===== src/rtl/pt_pkg.sv =====
package pt_pkg;
  localparam int DIR_W = 10;
  localparam int TBL_W = 10;
  localparam int OFF_W = 12;
  localparam int VA_W  = DIR_W + TBL_W + OFF_W;
  localparam int ENT_W = VA_W;
  localparam int FRAME_W = VA_W - OFF_W;

  localparam int BIT_P = 0;
  localparam int BIT_W = 1;
  localparam int BIT_S = 2;
  localparam int BIT_A = 5;
  localparam int BIT_D = 6;

  typedef enum logic [2:0] {
    ST_IDLE,
    ST_RD_DIR,
    ST_WR_DIR,
    ST_RD_TBL,
    ST_WR_TBL,
    ST_RESP
  } walk_st_e;

  typedef enum logic [1:0] {
    FLT_NONE,
    FLT_ABSENT,
    FLT_PROT
  } flt_kind_e;

  // word address of a directory entry
  function automatic logic [VA_W-1:0] dir_entry_addr(input logic [VA_W-1:0] base,
                                                     input logic [VA_W-1:0] va);
    return {base[VA_W-1:OFF_W], va[VA_W-1:TBL_W+OFF_W], 2'b00};
  endfunction

  // word address of a second-level entry
  function automatic logic [VA_W-1:0] tbl_entry_addr(input logic [ENT_W-1:0] pde,
                                                     input logic [VA_W-1:0] va);
    return {pde[ENT_W-1:OFF_W], va[TBL_W+OFF_W-1:OFF_W], 2'b00};
  endfunction

  function automatic logic [VA_W-1:0] phys_addr(input logic [ENT_W-1:0] pte,
                                                input logic [VA_W-1:0] va);
    return {pte[ENT_W-1:OFF_W], va[OFF_W-1:0]};
  endfunction

  // absence beats protection; store needs W in any mode; user needs S clear
  function automatic flt_kind_e entry_fault(input logic [ENT_W-1:0] e,
                                            input logic wr, input logic sup);
    if (!e[BIT_P]) return FLT_ABSENT;
    if (wr && !e[BIT_W]) return FLT_PROT;
    if (!sup && e[BIT_S]) return FLT_PROT;
    return FLT_NONE;
  endfunction

  function automatic logic [ENT_W-1:0] mark_entry(input logic [ENT_W-1:0] e,
                                                  input logic wr, input logic leaf);
    logic [ENT_W-1:0] m;
    m = e;
    m[BIT_A] = 1'b1;
    if (wr && leaf) m[BIT_D] = 1'b1;
    return m;
  endfunction
endpackage


===== src/rtl/pt_base_reg.sv =====
module pt_base_reg
  import pt_pkg::*;
(
  input  logic            clk,
  input  logic            rst_n,
  input  logic            we,
  input  logic [VA_W-1:0] wdata,
  output logic [VA_W-1:0] base
);
  logic [FRAME_W-1:0] frame_q;

  always_ff @(posedge clk or negedge rst_n) begin
    if (!rst_n) frame_q <= '0;
    else if (we) frame_q <= wdata[VA_W-1:OFF_W];
  end

  assign base = {frame_q, {OFF_W{1'b0}}};
endmodule


===== src/rtl/pt_entry_check.sv =====
module pt_entry_check
  import pt_pkg::*;
(
  input  logic [ENT_W-1:0] entry,
  input  logic             is_write,
  input  logic             is_super,
  input  logic             is_leaf,
  output flt_kind_e        kind,
  output logic [ENT_W-1:0] marked,
  output logic             need_wb
);
  always_comb begin
    kind    = entry_fault(entry, is_write, is_super);
    marked  = mark_entry(entry, is_write, is_leaf);
    need_wb = (marked != entry);
  end
endmodule


===== src/rtl/pt_walker.sv =====
module pt_walker
  import pt_pkg::*;
#(
  parameter int VEC_W     = 8,
  parameter int FAULT_VEC = 14
) (
  input  logic             clk,
  input  logic             rst_n,
  input  logic             base_we,
  input  logic [VA_W-1:0]  base_wdata,
  input  logic             req_valid,
  output logic             req_ready,
  input  logic [VA_W-1:0]  req_vaddr,
  input  logic             req_write,
  input  logic             req_super,
  output logic             rsp_valid,
  input  logic             rsp_ready,
  output logic [VA_W-1:0]  rsp_paddr,
  output logic             rsp_fault,
  output logic             rsp_fault_absent,
  output logic [VA_W-1:0]  flt_vaddr,
  output logic             flt_write,
  output logic             flt_super,
  output logic             flt_irq,
  output logic [VEC_W-1:0] flt_vector,
  output logic             mem_req,
  output logic             mem_we,
  output logic [VA_W-1:0]  mem_addr,
  output logic [ENT_W-1:0] mem_wdata,
  input  logic             mem_ack,
  input  logic [ENT_W-1:0] mem_rdata
);
  walk_st_e         state_q;
  logic [VA_W-1:0]  va_q;
  logic             wr_q;
  logic             sup_q;
  logic [VA_W-1:0]  walk_base_q;
  logic [ENT_W-1:0] pde_q;
  logic [ENT_W-1:0] pte_q;
  logic [VA_W-1:0]  paddr_q;
  logic             fault_q;
  logic             absent_q;
  logic [VA_W-1:0]  flt_va_q;
  logic             flt_wr_q;
  logic             flt_sup_q;
  logic             irq_q;
  logic [VA_W-1:0]  cur_base;

  flt_kind_e        chk_kind;
  logic [ENT_W-1:0] chk_marked;
  logic             chk_need_wb;

  // named internal events
  logic in_read;
  logic ev_accept;
  logic ev_fault;
  logic ev_done;

  pt_base_reg u_base (
    .clk  (clk),
    .rst_n(rst_n),
    .we   (base_we),
    .wdata(base_wdata),
    .base (cur_base)
  );

  pt_entry_check u_check (
    .entry   (mem_rdata),
    .is_write(wr_q),
    .is_super(sup_q),
    .is_leaf (state_q == ST_RD_TBL),
    .kind    (chk_kind),
    .marked  (chk_marked),
    .need_wb (chk_need_wb)
  );

  assign in_read   = (state_q == ST_RD_DIR) || (state_q == ST_RD_TBL);
  assign ev_accept = req_valid && req_ready;
  assign ev_fault  = mem_ack && in_read && (chk_kind != FLT_NONE);
  assign ev_done   = mem_ack && (((state_q == ST_RD_TBL) && (chk_kind == FLT_NONE) && !chk_need_wb)
                                 || (state_q == ST_WR_TBL));

  always_ff @(posedge clk or negedge rst_n) begin
    if (!rst_n) begin
      state_q     <= ST_IDLE;
      va_q        <= '0;
      wr_q        <= 1'b0;
      sup_q       <= 1'b0;
      walk_base_q <= '0;
      pde_q       <= '0;
      pte_q       <= '0;
      paddr_q     <= '0;
      fault_q     <= 1'b0;
      absent_q    <= 1'b0;
    end else begin
      case (state_q)
        ST_IDLE: begin
          if (ev_accept) begin
            va_q        <= req_vaddr;
            wr_q        <= req_write;
            sup_q       <= req_super;
            walk_base_q <= cur_base;
            state_q     <= ST_RD_DIR;
          end
        end
        ST_RD_DIR: begin
          if (mem_ack) begin
            if (chk_kind != FLT_NONE) begin
              fault_q  <= 1'b1;
              absent_q <= (chk_kind == FLT_ABSENT);
              paddr_q  <= '0;
              state_q  <= ST_RESP;
            end else begin
              pde_q   <= chk_marked;
              state_q <= chk_need_wb ? ST_WR_DIR : ST_RD_TBL;
            end
          end
        end
        ST_WR_DIR: begin
          if (mem_ack) state_q <= ST_RD_TBL;
        end
        ST_RD_TBL: begin
          if (mem_ack) begin
            if (chk_kind != FLT_NONE) begin
              fault_q  <= 1'b1;
              absent_q <= (chk_kind == FLT_ABSENT);
              paddr_q  <= '0;
              state_q  <= ST_RESP;
            end else begin
              pte_q    <= chk_marked;
              fault_q  <= 1'b0;
              absent_q <= 1'b0;
              paddr_q  <= phys_addr(mem_rdata, va_q);
              state_q  <= chk_need_wb ? ST_WR_TBL : ST_RESP;
            end
          end
        end
        ST_WR_TBL: begin
          if (mem_ack) state_q <= ST_RESP;
        end
        ST_RESP: begin
          if (rsp_ready) state_q <= ST_IDLE;
        end
        default: state_q <= ST_IDLE;
      endcase
    end
  end

  // fault record and interrupt pulse
  always_ff @(posedge clk or negedge rst_n) begin
    if (!rst_n) begin
      flt_va_q  <= '0;
      flt_wr_q  <= 1'b0;
      flt_sup_q <= 1'b0;
      irq_q     <= 1'b0;
    end else begin
      irq_q <= ev_fault;
      if (ev_fault) begin
        flt_va_q  <= va_q;
        flt_wr_q  <= wr_q;
        flt_sup_q <= sup_q;
      end
    end
  end

  always_comb begin
    mem_req   = 1'b0;
    mem_we    = 1'b0;
    mem_addr  = '0;
    mem_wdata = '0;
    case (state_q)
      ST_RD_DIR: begin
        mem_req  = 1'b1;
        mem_addr = dir_entry_addr(walk_base_q, va_q);
      end
      ST_WR_DIR: begin
        mem_req   = 1'b1;
        mem_we    = 1'b1;
        mem_addr  = dir_entry_addr(walk_base_q, va_q);
        mem_wdata = pde_q;
      end
      ST_RD_TBL: begin
        mem_req  = 1'b1;
        mem_addr = tbl_entry_addr(pde_q, va_q);
      end
      ST_WR_TBL: begin
        mem_req   = 1'b1;
        mem_we    = 1'b1;
        mem_addr  = tbl_entry_addr(pde_q, va_q);
        mem_wdata = pte_q;
      end
      default: ;
    endcase
  end

  assign req_ready        = (state_q == ST_IDLE);
  assign rsp_valid        = (state_q == ST_RESP);
  assign rsp_paddr        = paddr_q;
  assign rsp_fault        = fault_q;
  assign rsp_fault_absent = absent_q;
  assign flt_vaddr        = flt_va_q;
  assign flt_write        = flt_wr_q;
  assign flt_super        = flt_sup_q;
  assign flt_irq          = irq_q;
  assign flt_vector       = VEC_W'(FAULT_VEC);
endmodule


===== config.mk =====
export PLATFORM = sky130hd
export DESIGN_NAME = pt_walker
export DESIGN_NICKNAME = d
export VERILOG_FILES = /design/src/rtl/pt_pkg.sv /design/src/rtl/pt_base_reg.sv /design/src/rtl/pt_entry_check.sv /design/src/rtl/pt_walker.sv
export SDC_FILE = /design/constraint.sdc
export NUM_CORES = 1
export LEC_CHECK = 0
export BUFFER_PORTS_ARGS = -buffer_cell sky130_fd_sc_hd__buf_2
export CAP_MARGIN = 25
export CORE_MARGIN = 2
export CORE_UTILIZATION = 52
export CTS_BUF_LIST = sky130_fd_sc_hd__clkbuf_16
export DETAILED_ROUTE_END_ITERATION = 8
export PLACE_DENSITY = 0.8
export SETUP_SLACK_MARGIN = 0.02
export SLEW_MARGIN = 20
export SYNTH_ARGS = -nofsm -noshare
export SYNTH_HDL_FRONTEND = slang
export SYNTH_SLANG_ARGS = --single-unit

===== constraint.sdc =====
create_clock -name clk -period 2.1 [get_ports clk]
set_input_delay 0.105 -clock clk [delete_from_list [all_inputs] [get_ports clk]]
set_output_delay 0.105 -clock clk [all_outputs]
set_load 0.005 [all_outputs]

# After elaboration in Yosys (flattened, before gate mapping)
# Index checks and enable logic that the tools add are counted.
[classes]
n_eq_ne = 14
n_mux = 42
bitwise = 1
n_reduce_logical = 21
[op_table]
columns = ["operator", "n"]
rows = [
  ["$pmux W32 S2", 3],
  ["$mux W32", 4],
  ["$mux W3", 7],
  ["$mux W1", 19],
  ["$pmux W3 S6", 1],
  ["$mux W2", 6],
  ["$ne A2 B2 Y1 const B", 4],
  ["$eq A3 B2 Y1 const B", 2],
  ["$eq A3 B3 Y1 const B", 2],
  ["$logic_and A1 B1 Y1", 6],
  ["$ne A2 B1 Y1 const B", 3],
  ["$reduce_and A3 Y1", 2],
  ["$reduce_and A6 Y1", 1],
  ["$reduce_or A2 Y1", 3],
  ["$pmux W1 S2", 2],
  ["$reduce_and A4 Y1", 1],
  ["$reduce_bool A2 Y1", 2],
  ["$reduce_or A4 Y1", 1],
  ["$eq A3 B1 Y1 const B", 1],
  ["$logic_not A3 Y1", 1],
  ["$eq A2 B1 Y1 const B", 1],
  ["$logic_not A1 Y1", 2],
  ["$ne A2 B2 Y1", 1],
  ["$reduce_and A2 Y1", 1],
  ["2 further kinds", 2],
]
[totals]
register_bits = 210
in_bits = 104
out_inout_bits = 145

# Logic depth before layout (Yosys ltp)
# Gate-level depths: netlist of the first run.
[logic_depth]
word_depth = 13
mapped_depth = 6

# By module
# A second synthesis of the first run with hierarchy kept.
[unflattened]
hier_cells = 619
area_unflattened_um2 = 9157.5
[modules_own_cells]
columns = ["module", "n_inst", "cells_each", "area_each_um2", "seq_area_each_um2"]
rows = [
  ["pt_walker", 1, 525, 7963.9, 4754.6],
  ["pt_base_reg", 1, 55, 917.1, 500.5],
  ["pt_entry_check", 1, 39, 276.5, 0.0],
]

# Worst setup path before layout of the first run
# OpenSTA, ideal clock, no wires.
[synth_path]
kind = "register -> register"
start = "register state_q[2]"
end = "register pte_q[10]"
setup_ps = 128
t_arrival_ps = 1656
slack_ps = 316
stages_incl_launch_ff = 6
n_path_buf = 2
synth_period_minus_slack_ps = 1784
path_cell_list = "dfrtp_1 buf_2 nand4b_1 nor4_4 buf_4 mux2_1"
[synth_via]
elab_chain_cells = 2
[synth_lines]
columns = ["item", "line_no", "source"]
rows = [
  ["start: declaration", "pt_walker.sv:33", "walk_st_e state_q;"],
  ["start signal: assignment", "pt_walker.sv:115", "state_q <= chk_need_wb ? ST_WR_DIR : ST_RD_TBL;"],
  ["start signal: assignment", "pt_walker.sv:134", "state_q <= chk_need_wb ? ST_WR_TBL : ST_RESP;"],
  ["$eq A3 B2 Y1", "pt_walker.sv:96", "case (state_q)"],
  ["$reduce_and A3 Y1 (no line)", "-", ""],
  ["end signal: assignment", "pt_walker.sv:130", "pte_q <= chk_marked;"],
  ["end: declaration", "pt_walker.sv:39", "logic [ENT_W-1:0] pte_q;"],
]
# Every way passes these cells.
# A chain may end at the register's enable or synchronous reset.

# Final worst setup path of the first run
[layout_path]
start = "register state_q[0]"
end = "output mem_addr[27]"
[layout_via]
elab_chain_cells = 3
word_cells_on_any_way = 7
[layout_lines]
columns = ["item", "line_no", "source"]
rows = [
  ["$eq A3 B3 Y1 (tied with other cells)", "pt_walker.sv:171", "case (state_q)"],
  ["$reduce_or A2 Y1 (no line)", "-", ""],
  ["$pmux W32 S2 (*)", "pt_walker.sv:171", ""],
  ["end: declaration", "pt_walker.sv:28", "output logic [VA_W-1:0] mem_addr,"],
]
# Mark *: on every way between the ends. The rest lies on a longest branch, timed or not.

==> impl_metrics.env, run 1 <==
export IMPL_timing_fmax_mhz=471
export IMPL_synthArstFlopShare_pct=100
export IMPL_rr_endpoint="walk_base_q[12]"
export IMPL_synth_seq_cells=210
export IMPL_holdCritPathClass="in2reg"
export IMPL_holdWs_ns=0.0824
export IMPL_cts_tree="yes"
export IMPL_synth_ff_type="dfrtp_1"
export IMPL_drv_slew=0
export IMPL_fin_worst_skew_ns=0.0128
export IMPL_critPathCaptureType="primary output"
export IMPL_drt_wirelength_per_cell_um=20.6
export IMPL_final_cell_mix="buf_2 (225), dfrtp_1 (210), mux2_2 (141)"
export IMPL_tightest_slew_ns=0.645
export IMPL_row_count=46
export IMPL_grt_max_degree=79
export IMPL_violations="negative setup slack"
export IMPL_final_util_pct=74.4
export IMPL_wl_um=23600
export IMPL_core_region_area_um2=16000
export IMPL_worst_endpoint_required_ns=2.00
export IMPL_rr_startpoint="state_q[0]"
export IMPL_crit_type="reg2out"
export IMPL_grt_pass1_vias=6928
export IMPL_htree_levels=1
export IMPL_pwr_share_seq_pct=40.8
export IMPL_die_w_um=132
export IMPL_reg2reg_depth=5
export IMPL_hpwl_um=14300
export IMPL_switchingPower_mw=5.14
export IMPL_gp_congestion=0.822
export IMPL_layout_drive_gt1_share_pct=49.2
export IMPL_drcViolationCount=0
export IMPL_critical_path_startpoint_type="register"
export IMPL_path_max_fanout=8
export IMPL_grt_ovfl_total=0
export IMPL_drt_initial_drc_count=392
export IMPL_status="finished with violations"
export IMPL_p_sw_share_pct=31.7
export IMPL_synth_cell_area_um2=8580
export IMPL_dpl_worst_slack_ns=0.121
export IMPL_syn_inst=572
export IMPL_clk_pin_slew_worst_paths_ns=0.06
export IMPL_grt_pass1_wl_um=37100
export IMPL_maxCapViolations=0
export IMPL_synth_distinct_cells=35
export IMPL_ant_nets=0
export IMPL_fin_nets=1014
export IMPL_min_period_ns=2.12
export IMPL_drt_pre_antenna_iters=4
export IMPL_worstPathArrival_ns=2.02
export IMPL_clock_path_buffers=3
export IMPL_die_h_um=132
export IMPL_via_count=6434
export IMPL_p_comb_share_pct=36.2
export IMPL_power_leakage_nw=5.80
export IMPL_avgViaCountPerCell=5.64
export IMPL_relSlewSlack_pct=57.0
export IMPL_p_per_area_nw_per_um2=1360
export IMPL_rsz0062_at_grt="yes"
export IMPL_cts_sinks=210
export IMPL_ys_seq_area_share_pct=61.3
export IMPL_grt_usage_pct=26.4
export IMPL_synth_avg_cell_area_um2=15.0
export IMPL_setup_viol=6
export IMPL_setup_ws_ns=-0.0220
export IMPL_regToRegSetupSlack_ns=0.03
export IMPL_boundaryPins=249
export IMPL_worst_skew_pair_late_latency_ns=0.50
export IMPL_die_area_um2=17500
export IMPL_syn_to_final_growth_pct=38.8
export IMPL_critPathLaunch="state_q[0]"
export IMPL_power_mw=16.2
export IMPL_yosysWarnings=0
export IMPL_crit_end="mem_addr[27]"
export IMPL_peakVddDrop_v=0.000693
export IMPL_antenna_cells=0
export IMPL_antenna_found_initial=1
export IMPL_fillCellCount=1023
export IMPL_pwr_share_clk_pct=23.0
export IMPL_cts_buffers=22
export IMPL_synth_edf_count=0
export IMPL_min_period_over_period_pct=101
export IMPL_io_buffers=226
export IMPL_hold_viol_final=0
export IMPL_final_common_cell="buf_2"
export IMPL_p_int_mw=11.1
export IMPL_holdPathStages=3
export IMPL_start_util_pct=53.6
export IMPL_root_buffer="clkbuf_16"
==> how the worst min path moves through the flow <==
stage,endpoint,startpoint,slack (ns)
global placement,rsp_paddr[17],rst_n,0.17
finish,rsp_fault_absent,mem_rdata[0],0.08
detailed placement,rsp_paddr[17],rst_n,0.19
floorplan,flt_irq,rst_n,-0.19
CTS,rsp_fault_absent,mem_rdata[0],0.07
global route,rsp_fault_absent,mem_rdata[0],0.08
==> worst max-delay path: stages, from the launching register on <==
cell       delay [ns]
dfrtp_1          0.40
buf_6            0.15
nor3b_4          0.21
o21bai_4         0.21
buf_12           0.16
clkbuf_16        0.14
a22o_1           0.12
buf_2            0.11
==> power groups by stage <==
stage | registers (mW) | clock network (mW) | logic [mW]
6_report | 6.61 | 3.73 | 5.86
5_1_grt | 6.79 | 3.95 | 6.24
4_1_cts | 6.55 | 3.77 | 5.53
3_5_place_dp | 6.61 | 0 | 5.14
3_3_place_gp | 6.49 | 0 | 4.90
2_1_floorplan | 6.38 | 0 | 3.03
==> per-stage QoR <==
stage                     area, um^2  setup TNS, ns  std cells
final                          11900        -0.0756       1141
after global routing           11900          -1.83       1141
after CTS                      11800          -3.37       1128
after detailed placement       10100              0        997
after global placement         10100              0        996
after floorplan                 8610              0        580
==> timing repair <==
action                                  in CTS  in global routing
gates cloned                                 2                  1
hold buffers                                88                  0
pin swaps                                    2                 10
resized for setup                            4                 10
hold endpoints to repair                   209                  0
endpoints found under the setup margin      64                 64
setup buffers                                2                 13
==> sequential cells by signal, summed over array words and instances, names as in the netlist, 3 cells and up <==
signal and flops:
walk_base_q 20, va_q 32, flt_vaddr 32, u_base.frame_q 20
pte_q 32, rsp_paddr 32, state_q 3, pde_q 32
==> cell usage after synthesis (3+ instances only) <==
cell type  instances  area share (%)
a22o_1            94             9.6
nand2_1            5            0.22
nand2b_1           4            0.29
clkbuf_1          15            0.66
mux2_1            28             3.7
nor2b_1            5            0.36
dfrtp_1          210              61
inv_1              3            0.13
buf_4             13             1.1
buf_2             21             1.2
mux2_2           141              19
or2_2              7            0.51
==> per-layer routing <==
| metal | global-route usage [%] | vias up | routed length, um |
|---|---|---|---|
| met5 | 0 | - | 11 |
| met1 | 33.7 | 3322 | 9510 |
| met4 | 10.6 | 2 | 856 |
| met2 | 45.4 | 250 | 11900 |
| met3 | 4.21 | 73 | 1260 |
| li1 | - | 2787 | - |
==> area by class of cell <==
class                   count  area [um^2]  area share, %
multi-input cells         318         3140           26.4
repair buffers            355         2530           21.3
clock buffers              22          551           4.63
clock inverters            17          141           1.19
well taps                 216          270           2.27
flip-flops and latches    210         5260           44.2
inverters                   3         11.3         0.0946
==> cells by family after synthesis <==
family / count (synthesis) / synth area share (%)
AO/OA/AOI/OAI: 104 / 10.5
buffers and inverters: 52 / 3.15
flip-flops: 210 / 61.3
other: 2 / 0.0876
AND/OR/NAND/NOR: 34 / 2.67
multiplexers: 169 / 22.2
XOR/XNOR: 1 / 0.102
(Power assumes the default switching activity.)
==> run 2: changes to the inputs <==
--- a/config.mk
+++ b/config.mk
@@ -12,6 +12,7 @@
 export CTS_BUF_LIST = sky130_fd_sc_hd__clkbuf_16
 export DETAILED_ROUTE_END_ITERATION = 8
 export PLACE_DENSITY = 0.8
+export RECOVER_POWER = 50
 export SETUP_SLACK_MARGIN = 0.02
 export SLEW_MARGIN = 20
 export SYNTH_ARGS = -nofsm -noshare
==> run 2 against run 1 <==
Compared with the run above: the run still ends with negative setup slack left; highest routed layer unchanged; fmax up 0.17%; count of clock-buffer cells in the layout unchanged; sequential share of layout area up 0.26 points; wire length about the same; largest power group unchanged; final cell count unchanged; core utilization down 0.43 points; non-clock buffer count unchanged.
==> impl_metrics.env, run 2 (synthesized netlist as in run 1, its figures left out) <==
export IMPL_row_count=46
export IMPL_avgViaCountPerCell=5.64
export IMPL_p_int_mw=11.0
export IMPL_relSlewSlack_pct=29.9
export IMPL_wl_um=23600
export IMPL_p_comb_share_pct=36.0
export IMPL_fin_cells=1141
export IMPL_core_region_area_um2=16000
export IMPL_fin_nets=1014
export IMPL_hpwl_um=14300
export IMPL_hold_viol_final=0
export IMPL_ant_nets=0
export IMPL_grt_ovfl_total=0
export IMPL_worst_skew_pair_late_latency_ns=0.50
export IMPL_peakVddDrop_v=0.000692
export IMPL_antenna_cells=0
export IMPL_cts_tree="yes"
export IMPL_crit_type="reg2out"
export IMPL_post_dp_cell_area_um2=10100
export IMPL_p_per_area_nw_per_um2=1370
export IMPL_antenna_found_initial=1
export IMPL_root_buffer="clkbuf_16"
export IMPL_power_leakage_nw=5.75
export IMPL_worst_endpoint_required_ns=2.00
export IMPL_violations="negative setup slack"
export IMPL_grt_max_degree=79
export IMPL_htree_levels=1
export IMPL_rsz0062_at_grt="yes"
export IMPL_final_cell_mix="buf_2 (217), dfrtp_1 (210), mux2_2 (141)"
export IMPL_setup_viol=6
export IMPL_die_area_um2=17500
export IMPL_status="finished with violations"
export IMPL_grt_pass1_wl_um=37100
export IMPL_timing_fmax_mhz=472
export IMPL_start_util_pct=53.6
export IMPL_worstPathArrival_ns=2.01
export IMPL_min_period_over_period_pct=101
export IMPL_die_w_um=132
export IMPL_min_period_ns=2.12
export IMPL_holdCritPathClass="in2reg"
export IMPL_p_sw_share_pct=31.8
export IMPL_final_util_pct=73.9
export IMPL_clock_path_buffers=3
export IMPL_drcViolationCount=0
export IMPL_io_buffers=226
export IMPL_cts_buffers=22
export IMPL_maxCapViolations=0
export IMPL_pwr_share_clk_pct=23.1
export IMPL_drv_slew=0
export IMPL_grt_pass1_vias=6928
export IMPL_drt_pre_antenna_iters=4
export IMPL_design_area_um2=11800
export IMPL_layout_drive_gt1_share_pct=48.1
export IMPL_dp_cells=997
export IMPL_dpl_worst_slack_ns=0.121
export IMPL_gp_congestion=0.822
export IMPL_cts_sinks=210
export IMPL_clk_pin_slew_worst_paths_ns=0.06
export IMPL_switchingPower_mw=5.14
export IMPL_via_count=6440
export IMPL_critPathCaptureType="primary output"
export IMPL_syn_to_final_growth_pct=37.9
export IMPL_tightest_slew_ns=1.05
export IMPL_drt_initial_drc_count=384
export IMPL_multi_input_area_um2=3140
export IMPL_fin_tns_setup_ns=-0.0622
export IMPL_drt_wirelength_per_cell_um=20.7
export IMPL_die_h_um=132
export IMPL_path_max_fanout=8
export IMPL_regArea_um2=5260
export IMPL_grt_usage_pct=26.4
export IMPL_regToRegSetupSlack_ns=0.03
export IMPL_setup_ws_ns=-0.0184
export IMPL_boundaryPins=249
export IMPL_fin_worst_skew_ns=0.0141
export IMPL_critical_path_startpoint_type="register"
export IMPL_pwr_share_seq_pct=40.9
export IMPL_final_common_cell="buf_2"
export IMPL_fillCellCount=1037
==> run 2: worst max-delay path, cell delays in order, from the launching register on <==
cell and delay (ns):
dfrtp_1 0.40, buf_6 0.15, nor3b_4 0.21, o21bai_4 0.21, buf_12 0.16, clkbuf_16 0.14
a22o_1 0.12, buf_2 0.11
==> run 2: worst paths after layout <==
kind	start	endpoint	depth (start not counted)
max	state_q[0]	mem_addr[27]	7
min	mem_rdata[0]	rsp_fault_absent	3
max reg2reg	state_q[0]	walk_base_q[12]	5
min reg2reg	pte_q[5]	pte_q[5]	1
max in group asynchronous	rst_n	rsp_paddr[5]	3
min in group asynchronous	rst_n	rsp_paddr[17]	2
==> run 2: area by class of cell <==
class / instances / share of cell area [%]
clock buffer: 22 / 4.65
clock inverter: 17 / 1.20
inverter: 3 / 0.0952
multi-input combinational: 318 / 26.6
sequential: 210 / 44.4
tap: 216 / 2.28
timing repair buffer: 355 / 20.8
==> run 2: through the flow <==
stage | power, mW | hold WS (ns)
after floorplan | 9.40 | -0.191
after global placement | 11.4 | 0.172
after detailed placement | 11.8 | 0.191
after CTS | 15.9 | 0.0654
after global routing | 17.0 | 0.0787
final | 16.2 | 0.0802
==> run 2: power groups by stage <==
stage / combinational [mW] / clock [mW] / sequential, mW
after floorplan: 3.03 / 0 / 6.38
after global placement: 4.90 / 0 / 6.49
after detailed placement: 5.14 / 0 / 6.61
after CTS: 5.53 / 3.77 / 6.55
after global routing: 6.21 / 3.95 / 6.80
final: 5.83 / 3.73 / 6.61
==> run 2: what timing repair did <==
action	in CTS	in global routing
pin swaps	2	10
buffers inserted	2	13
hold buffers	88	0
endpoints found under the setup margin	64	64
cloned	2	1
gates resized for setup	4	10
hold endpoints to repair	209	0
==> run 2: routing by layer <==
| metal | GRT usage, % | wire length (um) | vias up |
|---|---|---|---|
| met5 | 0 | 11 | - |
| met4 | 10.6 | 896 | 2 |
| met3 | 4.21 | 1400 | 76 |
| met2 | 45.4 | 11900 | 287 |
| met1 | 33.7 | 9410 | 3283 |
| li1 | - | - | 2792 |
